$ cat src/rtl/rxf_pkg.sv
package rxf_pkg;

  typedef enum logic {
    ST_IDLE = 1'b0,
    ST_SCAN = 1'b1
  } scan_state_e;

  // strobes from control to datapath
  typedef struct packed {
    logic loadFrame;
    logic stepIdx;
    logic capture;
    logic tableWrOk;
  } rxf_ctl_t;

  // status from datapath to control
  typedef struct packed {
    logic inRange;
    logic idHit;
    logic dlcOk;
    logic lastRule;
  } rxf_sts_t;

endpackage

$ cat src/rtl/rxf_ctrl.sv
module rxf_ctrl
  import rxf_pkg::*;
(
  input  logic     clk,
  input  logic     rstN,
  input  logic     frmValid,
  input  rxf_sts_t sts,
  output rxf_ctl_t ctl,
  output logic     frmReady,
  output logic     resValid
);

  scan_state_e state, stateNext;
  logic        stopNow;

  // walk ends on an out-of-range index, an identifier hit or the last rule
  assign stopNow = !sts.inRange || sts.idHit || sts.lastRule;

  always_comb begin
    ctl       = '0;
    stateNext = state;
    ctl.tableWrOk = (state == ST_IDLE);
    unique case (state)
      ST_IDLE: begin
        if (frmValid) begin
          ctl.loadFrame = 1'b1;
          stateNext     = ST_SCAN;
        end
      end
      ST_SCAN: begin
        if (stopNow) begin
          ctl.capture = 1'b1;
          stateNext   = ST_IDLE;
        end else begin
          ctl.stepIdx = 1'b1;
        end
      end
      default: stateNext = ST_IDLE;
    endcase
  end

  always_ff @(posedge clk or negedge rstN) begin
    if (!rstN) begin
      state    <= ST_IDLE;
      resValid <= 1'b0;
    end else begin
      state    <= stateNext;
      resValid <= ctl.capture;
    end
  end

  assign frmReady = (state == ST_IDLE);

endmodule

$ cat src/rtl/rxf_dp.sv
module rxf_dp
  import rxf_pkg::*;
#(
  parameter int NUM_RULES = 16,
  parameter int ID_W      = 29,
  parameter int STD_ID_W  = 11,
  parameter int DLC_W     = 4,
  parameter int LABEL_W   = 12,
  parameter int BUF_W     = 4,
  parameter int FIFO_W    = 3,
  localparam int IDX_W    = (NUM_RULES > 1) ? $clog2(NUM_RULES) : 1,
  localparam int CNT_W    = $clog2(NUM_RULES + 1)
) (
  input  logic               clk,
  input  logic               rstN,
  input  rxf_ctl_t           ctl,
  output rxf_sts_t           sts,
  input  logic               ruleWrEn,
  input  logic [IDX_W-1:0]   ruleWrIdx,
  input  logic [ID_W-1:0]    ruleWrId,
  input  logic               ruleWrIde,
  input  logic               ruleWrRtr,
  input  logic [ID_W-1:0]    ruleWrIdMask,
  input  logic               ruleWrIdeMask,
  input  logic               ruleWrRtrMask,
  input  logic [DLC_W-1:0]   ruleWrDlc,
  input  logic [LABEL_W-1:0] ruleWrLabel,
  input  logic               ruleWrBufEn,
  input  logic [BUF_W-1:0]   ruleWrBufIdx,
  input  logic [FIFO_W-1:0]  ruleWrFifoSel,
  input  logic               cntWrEn,
  input  logic [CNT_W-1:0]   cntWrData,
  input  logic [ID_W-1:0]    frmId,
  input  logic               frmIde,
  input  logic               frmRtr,
  input  logic [DLC_W-1:0]   frmDlc,
  output logic [CNT_W-1:0]   ruleCount,
  output logic               resMatch,
  output logic [IDX_W-1:0]   resRuleIdx,
  output logic [LABEL_W-1:0] resLabel,
  output logic [DLC_W-1:0]   resDlc,
  output logic               resBufEn,
  output logic [BUF_W-1:0]   resBufIdx,
  output logic [FIFO_W-1:0]  resFifoSel
);

  localparam logic [ID_W-1:0]  STD_MASK  = ID_W'((64'd1 << STD_ID_W) - 64'd1);
  localparam logic [CNT_W-1:0] CNT_LIMIT = CNT_W'(NUM_RULES);

  // rule table, one register set per rule
  logic [ID_W-1:0]    rId      [NUM_RULES];
  logic               rIde     [NUM_RULES];
  logic               rRtr     [NUM_RULES];
  logic [ID_W-1:0]    rIdMask  [NUM_RULES];
  logic               rIdeMask [NUM_RULES];
  logic               rRtrMask [NUM_RULES];
  logic [DLC_W-1:0]   rDlc     [NUM_RULES];
  logic [LABEL_W-1:0] rLabel   [NUM_RULES];
  logic               rBufEn   [NUM_RULES];
  logic [BUF_W-1:0]   rBufIdx  [NUM_RULES];
  logic [FIFO_W-1:0]  rFifoSel [NUM_RULES];

  for (genvar g = 0; g < NUM_RULES; g++) begin : g_rule
    logic wrHere;
    assign wrHere = ctl.tableWrOk && ruleWrEn && (ruleWrIdx == IDX_W'(g));

    always_ff @(posedge clk or negedge rstN) begin
      if (!rstN) begin
        rId[g]      <= '0;
        rIde[g]     <= 1'b0;
        rRtr[g]     <= 1'b0;
        rIdMask[g]  <= '0;
        rIdeMask[g] <= 1'b0;
        rRtrMask[g] <= 1'b0;
        rDlc[g]     <= '0;
        rLabel[g]   <= '0;
        rBufEn[g]   <= 1'b0;
        rBufIdx[g]  <= '0;
        rFifoSel[g] <= '0;
      end else if (wrHere) begin
        rId[g]      <= ruleWrId;
        rIde[g]     <= ruleWrIde;
        rRtr[g]     <= ruleWrRtr;
        rIdMask[g]  <= ruleWrIdMask;
        rIdeMask[g] <= ruleWrIdeMask;
        rRtrMask[g] <= ruleWrRtrMask;
        rDlc[g]     <= ruleWrDlc;
        rLabel[g]   <= ruleWrLabel;
        rBufEn[g]   <= ruleWrBufEn;
        rBufIdx[g]  <= ruleWrBufIdx;
        rFifoSel[g] <= ruleWrFifoSel;
      end
    end
  end

  // active rule count, clamped on write
  always_ff @(posedge clk or negedge rstN) begin
    if (!rstN) begin
      ruleCount <= '0;
    end else if (ctl.tableWrOk && cntWrEn) begin
      ruleCount <= (cntWrData > CNT_LIMIT) ? CNT_LIMIT : cntWrData;
    end
  end

  // captured frame header and walk index
  logic [ID_W-1:0]  fId;
  logic             fIde;
  logic             fRtr;
  logic [DLC_W-1:0] fDlc;
  logic [IDX_W-1:0] scanIdx;

  always_ff @(posedge clk or negedge rstN) begin
    if (!rstN) begin
      fId     <= '0;
      fIde    <= 1'b0;
      fRtr    <= 1'b0;
      fDlc    <= '0;
      scanIdx <= '0;
    end else if (ctl.loadFrame) begin
      fId     <= frmId;
      fIde    <= frmIde;
      fRtr    <= frmRtr;
      fDlc    <= frmDlc;
      scanIdx <= '0;
    end else if (ctl.stepIdx) begin
      scanIdx <= scanIdx + IDX_W'(1);
    end
  end

  // compare the frame against the rule under the walk index
  logic [ID_W-1:0] effMask;
  logic            idBitsOk;
  logic            ideOk;
  logic            rtrOk;
  logic            acceptNow;

  always_comb begin
    effMask  = fIde ? rIdMask[scanIdx] : (rIdMask[scanIdx] & STD_MASK);
    idBitsOk = (((fId ^ rId[scanIdx]) & effMask) == '0);
    ideOk    = !rIdeMask[scanIdx] || (fIde == rIde[scanIdx]);
    rtrOk    = !rRtrMask[scanIdx] || (fRtr == rRtr[scanIdx]);

    sts.inRange  = (CNT_W'(scanIdx) < ruleCount);
    sts.idHit    = sts.inRange && idBitsOk && ideOk && rtrOk;
    sts.dlcOk    = (rDlc[scanIdx] == '0) || (fDlc >= rDlc[scanIdx]);
    sts.lastRule = ((CNT_W'(scanIdx) + CNT_W'(1)) == ruleCount);

    acceptNow = sts.idHit && sts.dlcOk;
  end

  // result registers
  always_ff @(posedge clk or negedge rstN) begin
    if (!rstN) begin
      resMatch   <= 1'b0;
      resRuleIdx <= '0;
      resLabel   <= '0;
      resDlc     <= '0;
      resBufEn   <= 1'b0;
      resBufIdx  <= '0;
      resFifoSel <= '0;
    end else if (ctl.capture) begin
      resMatch <= acceptNow;
      if (acceptNow) begin
        resRuleIdx <= scanIdx;
        resLabel   <= rLabel[scanIdx];
        resDlc     <= rDlc[scanIdx];
        resBufEn   <= rBufEn[scanIdx];
        resBufIdx  <= rBufIdx[scanIdx];
        resFifoSel <= rFifoSel[scanIdx];
      end else begin
        resRuleIdx <= '0;
        resLabel   <= '0;
        resDlc     <= '0;
        resBufEn   <= 1'b0;
        resBufIdx  <= '0;
        resFifoSel <= '0;
      end
    end
  end

endmodule

$ cat src/rtl/can_rx_rule_filter.sv
module can_rx_rule_filter
  import rxf_pkg::*;
#(
  parameter int NUM_RULES = 16,
  parameter int ID_W      = 29,
  parameter int STD_ID_W  = 11,
  parameter int DLC_W     = 4,
  parameter int LABEL_W   = 12,
  parameter int BUF_W     = 4,
  parameter int FIFO_W    = 3,
  localparam int IDX_W    = (NUM_RULES > 1) ? $clog2(NUM_RULES) : 1,
  localparam int CNT_W    = $clog2(NUM_RULES + 1)
) (
  input  logic               clk,
  input  logic               rstN,
  input  logic               ruleWrEn,
  input  logic [IDX_W-1:0]   ruleWrIdx,
  input  logic [ID_W-1:0]    ruleWrId,
  input  logic               ruleWrIde,
  input  logic               ruleWrRtr,
  input  logic [ID_W-1:0]    ruleWrIdMask,
  input  logic               ruleWrIdeMask,
  input  logic               ruleWrRtrMask,
  input  logic [DLC_W-1:0]   ruleWrDlc,
  input  logic [LABEL_W-1:0] ruleWrLabel,
  input  logic               ruleWrBufEn,
  input  logic [BUF_W-1:0]   ruleWrBufIdx,
  input  logic [FIFO_W-1:0]  ruleWrFifoSel,
  input  logic               cntWrEn,
  input  logic [CNT_W-1:0]   cntWrData,
  input  logic               frmValid,
  output logic               frmReady,
  input  logic [ID_W-1:0]    frmId,
  input  logic               frmIde,
  input  logic               frmRtr,
  input  logic [DLC_W-1:0]   frmDlc,
  output logic               resValid,
  output logic               resMatch,
  output logic [IDX_W-1:0]   resRuleIdx,
  output logic [LABEL_W-1:0] resLabel,
  output logic [DLC_W-1:0]   resDlc,
  output logic               resBufEn,
  output logic [BUF_W-1:0]   resBufIdx,
  output logic [FIFO_W-1:0]  resFifoSel
);

  rxf_ctl_t         ctl;
  rxf_sts_t         sts;
  logic [CNT_W-1:0] ruleCount;

  rxf_ctrl u_ctrl (
    .clk      (clk),
    .rstN     (rstN),
    .frmValid (frmValid),
    .sts      (sts),
    .ctl      (ctl),
    .frmReady (frmReady),
    .resValid (resValid)
  );

  rxf_dp #(
    .NUM_RULES (NUM_RULES),
    .ID_W      (ID_W),
    .STD_ID_W  (STD_ID_W),
    .DLC_W     (DLC_W),
    .LABEL_W   (LABEL_W),
    .BUF_W     (BUF_W),
    .FIFO_W    (FIFO_W)
  ) u_dp (
    .clk           (clk),
    .rstN          (rstN),
    .ctl           (ctl),
    .sts           (sts),
    .ruleWrEn      (ruleWrEn),
    .ruleWrIdx     (ruleWrIdx),
    .ruleWrId      (ruleWrId),
    .ruleWrIde     (ruleWrIde),
    .ruleWrRtr     (ruleWrRtr),
    .ruleWrIdMask  (ruleWrIdMask),
    .ruleWrIdeMask (ruleWrIdeMask),
    .ruleWrRtrMask (ruleWrRtrMask),
    .ruleWrDlc     (ruleWrDlc),
    .ruleWrLabel   (ruleWrLabel),
    .ruleWrBufEn   (ruleWrBufEn),
    .ruleWrBufIdx  (ruleWrBufIdx),
    .ruleWrFifoSel (ruleWrFifoSel),
    .cntWrEn       (cntWrEn),
    .cntWrData     (cntWrData),
    .frmId         (frmId),
    .frmIde        (frmIde),
    .frmRtr        (frmRtr),
    .frmDlc        (frmDlc),
    .ruleCount     (ruleCount),
    .resMatch      (resMatch),
    .resRuleIdx    (resRuleIdx),
    .resLabel      (resLabel),
    .resDlc        (resDlc),
    .resBufEn      (resBufEn),
    .resBufIdx     (resBufIdx),
    .resFifoSel    (resFifoSel)
  );

endmodule

$ cat config.mk
export PLATFORM = sky130hd
export DESIGN_NAME = can_rx_rule_filter
export DESIGN_NICKNAME = d
export VERILOG_FILES = /design/src/rtl/rxf_pkg.sv /design/src/rtl/rxf_ctrl.sv /design/src/rtl/rxf_dp.sv /design/src/rtl/can_rx_rule_filter.sv
export SDC_FILE = /design/constraint.sdc
export NUM_CORES = 2
export LEC_CHECK = 0
export BUFFER_PORTS_ARGS = -buffer_cell sky130_fd_sc_hd__buf_2
export CAP_MARGIN = 20
export CORE_ASPECT_RATIO = 0.5
export CORE_UTILIZATION = 34
export CTS_CLUSTER_SIZE = 8
export DETAILED_ROUTE_END_ITERATION = 7
export PLACE_DENSITY = 0.47
export SLEW_MARGIN = 20
export SYNTH_ARGS = -nofsm -noshare
export SYNTH_HDL_FRONTEND = slang
export SYNTH_SLANG_ARGS = --single-unit
$ cat constraint.sdc
create_clock -name clk -period 6.55 [get_ports clk]
set_clock_uncertainty 0.1 [all_clocks]
set_input_delay 1.31 -clock clk [delete_from_list [all_inputs] [get_ports clk]]
set_output_delay 1.31 -clock clk [all_outputs]
set_load 0.02 [all_outputs]
---- Word level (Yosys, flattened, before mapping) ----
Index checks and enable logic that the tools add are counted.
operators by class
  reduce and logical (&&, ||, !) cells .... 34
  magnitude comparators ................... 4
  add/subtract/negate cells ............... 2
  muxes and demuxes ....................... 49
  bitwise gates (word level) .............. 4
  equality and inequality tests ........... 18
operator list
  cell                                                                    count
  29-bit binary-select mux with 4-bit select                              2
  29-bit two-way mux                                                      5
  12-bit binary-select mux with 4-bit select                              1
  12-bit two-way mux                                                      3
  4-bit two-way mux                                                       9
  4-bit binary-select mux with 4-bit select                               2
  4-bit equality test (second input constant)                             8
  29-bit bitwise AND                                                      1
  29-bit zero test                                                        1
  29-bit XOR                                                              1
  1-bit logical AND                                                       22
  1-bit binary-select mux with 4-bit select                               5
  4-bit by 3-bit equality test with 1-bit output (second input constant)  4
  1-bit two-way mux                                                       15
  3-bit binary-select mux with 4-bit select                               1
  3-bit two-way mux                                                       3
  4-bit by 2-bit equality test with 1-bit output (second input constant)  2
  4-bit zero test                                                         2
  4-bit by 1-bit adder with 5-bit output (second input constant)          1
  5-bit equality test                                                     1
  5-bit >= comparator (second input constant)                             1
  5-bit greater-than comparator (second input constant)                   1
  1-bit logical OR                                                        5
  4-bit by 5-bit less-than comparator with 1-bit output                   1
  other kinds (11)                                                        14
storage, ports and cells
  word-level logic and storage cells ...... 302
  register bits after elaboration ......... 1,451
  input bits .............................. 135
  output and inout port bits .............. 31

---- Logic depth before layout (Yosys ltp) ----
  depth after elaboration ................. 16
  depth in mapped cells ................... 18
  mapped depth without buffers ............ 13

---- Cells and area by module ----
Synthesis repeated with hierarchy kept, for this count alone.
unflattened totals
  cells, all modules ...................... 4,222
  area, all modules ....................... 65,793.1 sq um
modules (own cells, without submodules)
  module    times used  seq. area each (sq um)  cells each  area each (sq um)
  rxf_dp    1           36,259.8                4,212       65,688.0
  rxf_ctrl  1           50.0                    10          105.1

---- Least setup slack after synthesis ----
No wires, ideal clock.
  path kind ............................... flip-flop to flip-flop
  from .................................... reg u_dp.scanIdx[0]
  to ...................................... reg u_dp.resBufEn
  path slack .............................. 2,595 ps
  stages on the path, launching flop included .. 19
  clock period less this slack ............ 3,955 ps
  buffers on the path ..................... 8
  arrival ................................. 3,734 ps
  setup time .............................. 121 ps
  required time ........................... 6,329 ps
  cell sequence ........................... dfrtp_1 -> buf_6 -> buf_8 -> buf_8 -> buf_8 -> buf_6 -> buf_2 -> mux4_2 -> mux4_2 -> inv_1 -> ha_1 -> a21o_1 -> a21o_1 -> a21oi_1 -> o41ai_1 -> and3_1 -> buf_4 -> buf_8 -> a22o_1
between the ends
  longest elaborated chain between the ends .. 14
  elaborated cells between the ends (all ways) .. 51
  classes of those cells .................. add/sub (1); order compare (2); eq/ne (3); mux (28); bitwise (3); reduce/logical (14)
RTL lines
  element                                                        line                          text
  start: declaration                                             rxf_dp.sv:110                 logic [IDX_W-1:0] scanIdx;
  start signal: assignment                                       rxf_dp.sv:126                 scanIdx <= scanIdx + IDX_W'(1);
  4-bit inverter with 5-bit output (implied by the code)         n/a
  29-bit binary-select mux with 4-bit select (on tied branches)  rxf_dp.sv:139, rxf_dp.sv:138
  29-bit two-way mux (on tied branches) (2 in series)            rxf_dp.sv:139, rxf_dp.sv:138
  29-bit XOR / 29-bit two-way mux (equally long branches)        rxf_dp.sv:139, rxf_dp.sv:138
  29-bit bitwise AND                                             rxf_dp.sv:139                 idBitsOk = (((fId ^ rId[scanIdx]) & effMask) == '0);
  29-bit zero test                                               rxf_dp.sv:139
  1-bit logical AND (3 in series)                                rxf_dp.sv:144                 sts.idHit = sts.inRange && idBitsOk && ideOk && rtrOk;
  1-bit logical OR (2 in series)                                 rxf_ctrl.sv:17                assign stopNow = !sts.inRange || sts.idHit || sts.lastRule;
  1-bit two-way mux                                              rxf_ctrl.sv:31                if (stopNow) begin
  2-bit two-way mux                                              rxf_ctrl.sv:23                unique case (state)
  end signal: assignment                                         rxf_dp.sv:167                 resBufEn <= rBufEn[scanIdx];
  end: declaration                                               rxf_dp.sv:42                  output logic resBufEn,
Several ways; a longest one is shown, not always the timed one. The select of a mux whose other input is x is not followed.
A chain may end at the register's enable or synchronous reset.

---- Worst setup path in the final report ----
  from .................................... reg u_dp.scanIdx[0]
  to ...................................... reg u_dp.scanIdx[0]
between the ends
  longest elaborated chain between the ends .. 15
  elaborated cells between the ends (all ways) .. 44
  classes of those cells .................. add/sub (2); order compare (1); eq/ne (3); mux (23); bitwise (3); reduce/logical (12)
RTL lines
  element                                                        line
  4-bit inverter with 5-bit output (implied by the code)         n/a
  29-bit binary-select mux with 4-bit select (on tied branches)  rxf_dp.sv:139, rxf_dp.sv:138
  29-bit two-way mux (on tied branches) (2 in series)            rxf_dp.sv:139, rxf_dp.sv:138
  29-bit XOR / 29-bit two-way mux (equally long branches)        rxf_dp.sv:139, rxf_dp.sv:138
  29-bit bitwise AND                                             rxf_dp.sv:139
  29-bit zero test                                               rxf_dp.sv:139
  1-bit logical AND (3 in series)                                rxf_dp.sv:144
  1-bit logical OR (2 in series)                                 rxf_ctrl.sv:17
  1-bit two-way mux                                              rxf_ctrl.sv:31
  2-bit two-way mux                                              rxf_ctrl.sv:23
  2-bit nonzero test (no source line)                            n/a
Several ways; a longest one is shown, not always the timed one. The select of a mux whose other input is x is not followed.

==> out/results.txt <==
Status: completed
Cells on Worst Hold Path: 1
Dominant cells by area after synthesis: dfrtp_1 (55%), mux2_2 (24%), mux4_2 (9.6%), mux2i_1 (1.9%), clkbuf_1 (1.2%)
Final Hold Fails: 0
Via count: 37.6k
Sw Ratio: 31.5%
Setup Viol. Count Final: 0
# H-tree levels: 4
Placement Setup Slack: 1.31 ns
PortBufs: 165
Ys async rst share: 100%
Nets: 4,501
Syn avg cell area: 15.5 um2
Clk buf depth: 4
Initial core utilization: 34.5%
First-pass GRT wire length: 295 mm
Worst Hold End: u_dp.resMatch$_DFFE_PN0P_
Synth Register Bits: 1,451
Die height: 314 um
Root buffer cell: clkbuf_16
CTS Hold Bufs: 0
DRC Markers: 0
Setup Crit Path Kind: register to register
Post-CTS setup buffers: 0
Critical Path Max Stage Delay: 0.76 ns
Internal power: 0.0249 W
Mapped Nets: 4,405
Overall Power: 0.0363 W
Yosys warning count: 0
Detailed Route WL: 198 mm
Clk_lat worst skew: 0.83 ns
Seq/Total Area, Yosys: 55.0%
Minimum clock period: 5.24 ns
Top_reg_cell synth: dfrtp_1
CP max stage cell: dfrtp_4
Max-slew violations: 0
Slew @ Worst Pin: 1.18 ns
Area leader, netlist: dfrtp_1
Leakage power: 33.9 nW
Setup TNS: 0 ns
CTS Buf Count: 207
Reg2reg setup slack: 1.31 ns
Worst reg2reg startpoint: u_dp.scanIdx[0]$_DFFE_PN0P_
Synth top area share: 55.0%
Pin count of the biggest net entering global routing: 176
Post-CTS resize count: 0
Layout cells sized above 1: 51.0%
Slew HR: 21.2%
Core ar.: 0.191 mm2
Worst Hold Class: register to register
Grt ovf: 0
CTS tree: built
Power per Cell Area: 487 mW/mm2
CTS clk-pin slew, worst paths: 0.05 ns
Unrepaired setup endpoints after global routing: no
Flop pwr share: 41.0%
GR Util All Layers: 20.4%
Comb power frac: 33.3%
Clk pwr share: 25.7%
Post-DP Area: 0.0694 mm2
DRT Pass-1 Iters: 7
CP arrival: 5.80 ns
Worst IR drop on VDD: 0.269 mV
Boundary Pins: 166
DR vias/cell: 5.41
DR iter-0 viols: 1,961
Achievable frequency: 191 MHz
Final setup margin: 1.31 ns
Final routed wire length divided by cell count: 28.4 um
R2R Path End: u_dp.scanIdx[0]$_DFFE_PN0P_
Final period util: 80.0%
Sink Count: 1,451
Mapped cell area: 0.0660 mm2
Area Growth Syn to Fin: 13.1%
Hold Startpoint: u_dp.resMatch$_DFFE_PN0P_
Post-route antenna net violation count: 0
Chip Width: 625 um
Die area: 0.196 mm2
Initial antenna violation count: 26
CP startpoint kind: register
Psw: 0.0115 W
Rows: 113
Data required time at the worst endpoint: 7.11 ns
Crit-path cells: buf_12, mux4_2, mux2i_1, xor2_1, nor3_1, o21ai_0, o2111ai_1, and4b_1, and4b_4, o21ai_4, buf_4, inv_2, a2bb2oi_1
Mapped Cells: 4,261
Max cap viols: 0
Number of synthesized flops with an enable pin: 0
Hpwl dp: 110 mm
Design area: 0.0747 mm2
Crit-path max FO: 59
Worst Setup SP: u_dp.scanIdx[0]$_DFFE_PN0P_
Number of global-route vias before repair: 41.0k
Reg2Reg Depth: 13
GPL Wtd Cong: 0.743
Cell variety after synth: 75
Worst setup EP type: register
[through the flow]
step / util, % / hold WS, ns / instances
6_report: 39.0 / 0.371 / 6954
5_1_grt: 39.0 / 0.404 / 6952
4_1_cts: 39.0 / 0.375 / 6951
3_5_place_dp: 36.2 / 0.363 / 6735
3_3_place_gp: 36.2 / 0.365 / 6735
2_1_floorplan: - / 0.356 / 4261
[power groups by stage]
stage               registers, W  clock network (W)  logic, W
floorplan                 0.0140                  0   0.00962
global placement          0.0148                  0    0.0121
detailed placement        0.0150                  0    0.0123
CTS                       0.0149            0.00963    0.0123
global route              0.0154             0.0100    0.0131
finish                    0.0149            0.00933    0.0121
[layer usage]
metal | track usage (%) | up-vias | part of all wire (%)
met2 | 33.0 | 649 | 47
met5 | 0 | - | 0.028
met4 | 4.92 | 8 | 2.3
met3 | 3.33 | 300 | 3.8
met1 | 28.7 | 20800 | 47
li1 | - | 15900 | -
[sequential cells by signal (all words and copies together) (netlist names), 5 cells and up]
register	count
u_dp.rBufIdx	64
u_dp.rBufEn	16
u_dp.resLabel	12
u_dp.rLabel	192
u_dp.rIdeMask	16
u_dp.rIdMask	464
u_dp.rFifoSel	48
u_dp.fId	29
u_dp.rIde	16
u_dp.rRtr	16
u_dp.ruleCount	5
u_dp.rRtrMask	16
u_dp.rDlc	64
u_dp.rId	464
[how the worst max path moves through the flow]
stage                                        to  slack, ns
CTS                 u_dp.scanIdx[0]$_DFFE_PN0P_       1.30
global route        u_dp.scanIdx[0]$_DFFE_PN0P_       1.28
floorplan             u_dp.resBufEn$_DFFE_PN0P_       2.60
global placement    u_dp.scanIdx[0]$_DFFE_PN0P_       1.36
finish              u_dp.scanIdx[0]$_DFFE_PN0P_       1.31
detailed placement  u_dp.scanIdx[0]$_DFFE_PN0P_       1.31
[cell families after synthesis]
kind of cell	Yosys count	share of synthesized area (%)
flip-flops	1451	55.0
adder cells (fa/ha/maj)	9	0.171
XOR/XNOR	130	1.72
multiplexers	1836	35.9
AND/OR/NAND/NOR	223	1.68
AO/OA/AOI/OAI	221	2.52
buffers and inverters	391	2.98
[final cells by class]
| cell class | count | area (um2) |
|---|---|---|
| Sequential cell | 1451 | 36300 |
| Antenna cell | 3 | 7.51 |
| Clock buffer | 212 | 5220 |
| Clock inverter | 4 | 70.1 |
| Tap cell | 2587 | 3240 |
| Fill cell | 17700 | 117000 |
| Timing Repair Buffer | 256 | 1850 |
| Multi-Input combinational cell | 2419 | 27900 |
| Inverter | 22 | 87.6 |
[critical path, delay by kind of cell, from the launching register on]
kind	cells	cell delay [ns]
buffers and inverters	3	1.05
multiplexers	2	0.73
XOR/XNOR	1	0.09
AO/OA/AOI/OAI	4	0.95
flip-flops	1	0.76
AND/OR/NAND/NOR	3	1.37
[synthesized netlist by cell type (4+ instances only)]
library cell / count
dfrtp_1: 1451
mux2_2: 1428
mux4_2: 281
clkbuf_1: 211
mux2i_1: 123
xor2_1: 89
nand2_1: 84
buf_1: 59
buf_2: 47
xnor2_1: 41
nand3_1: 37
a22o_1: 34
a22oi_1: 33
o21ai_0: 31
nor2_1: 24
a21oi_1: 23
inv_1: 17
buf_4: 14
buf_6: 14
buf_8: 14
a221oi_1: 13
nand2b_1: 13
nor2b_1: 13
nor3_1: 11
a31oi_1: 9
ha_1: 9
o211ai_1: 9
and3_1: 7
buf_12: 7
o22ai_1: 7
o221ai_1: 6
or2_2: 6
a21o_1: 5
a311oi_1: 5
inv_2: 5
nand4_1: 5
o2111ai_1: 5
a221oi_2: 4
and4_1: 4
o31ai_1: 4
or4_1: 4
[layout by cell type (no fill, tap or decap), types with 5 or more instances in the layout]
cell type / synthesis / layout
a21o_1: 5 / 5
a21oi_1: 23 / 23
a221oi_1: 13 / 13
a22o_1: 34 / 34
a22oi_1: 33 / 33
a311oi_1: 5 / 5
a31oi_1: 9 / 9
and3_1: 7 / 5
buf_12: 7 / 27
buf_2: 47 / 164
buf_4: 14 / 64
clkbuf_16: 0 / 208
dfrtp_1: 1451 / 1447
ha_1: 9 / 9
inv_1: 17 / 17
mux2_2: 1428 / 1428
mux2i_1: 123 / 123
mux4_2: 281 / 281
nand2_1: 84 / 75
nand2_4: 0 / 8
nand2b_1: 13 / 13
nand3_1: 37 / 37
nand4_1: 5 / 5
nor2_1: 24 / 21
nor2b_1: 13 / 8
nor3_1: 11 / 9
o2111ai_1: 5 / 5
o211ai_1: 9 / 9
o21ai_0: 31 / 31
o221ai_1: 6 / 6
o22ai_1: 7 / 7
or2_2: 6 / 6
xnor2_1: 41 / 41
xor2_1: 89 / 89
No activity file was read; power rests on OpenSTA's default activity.
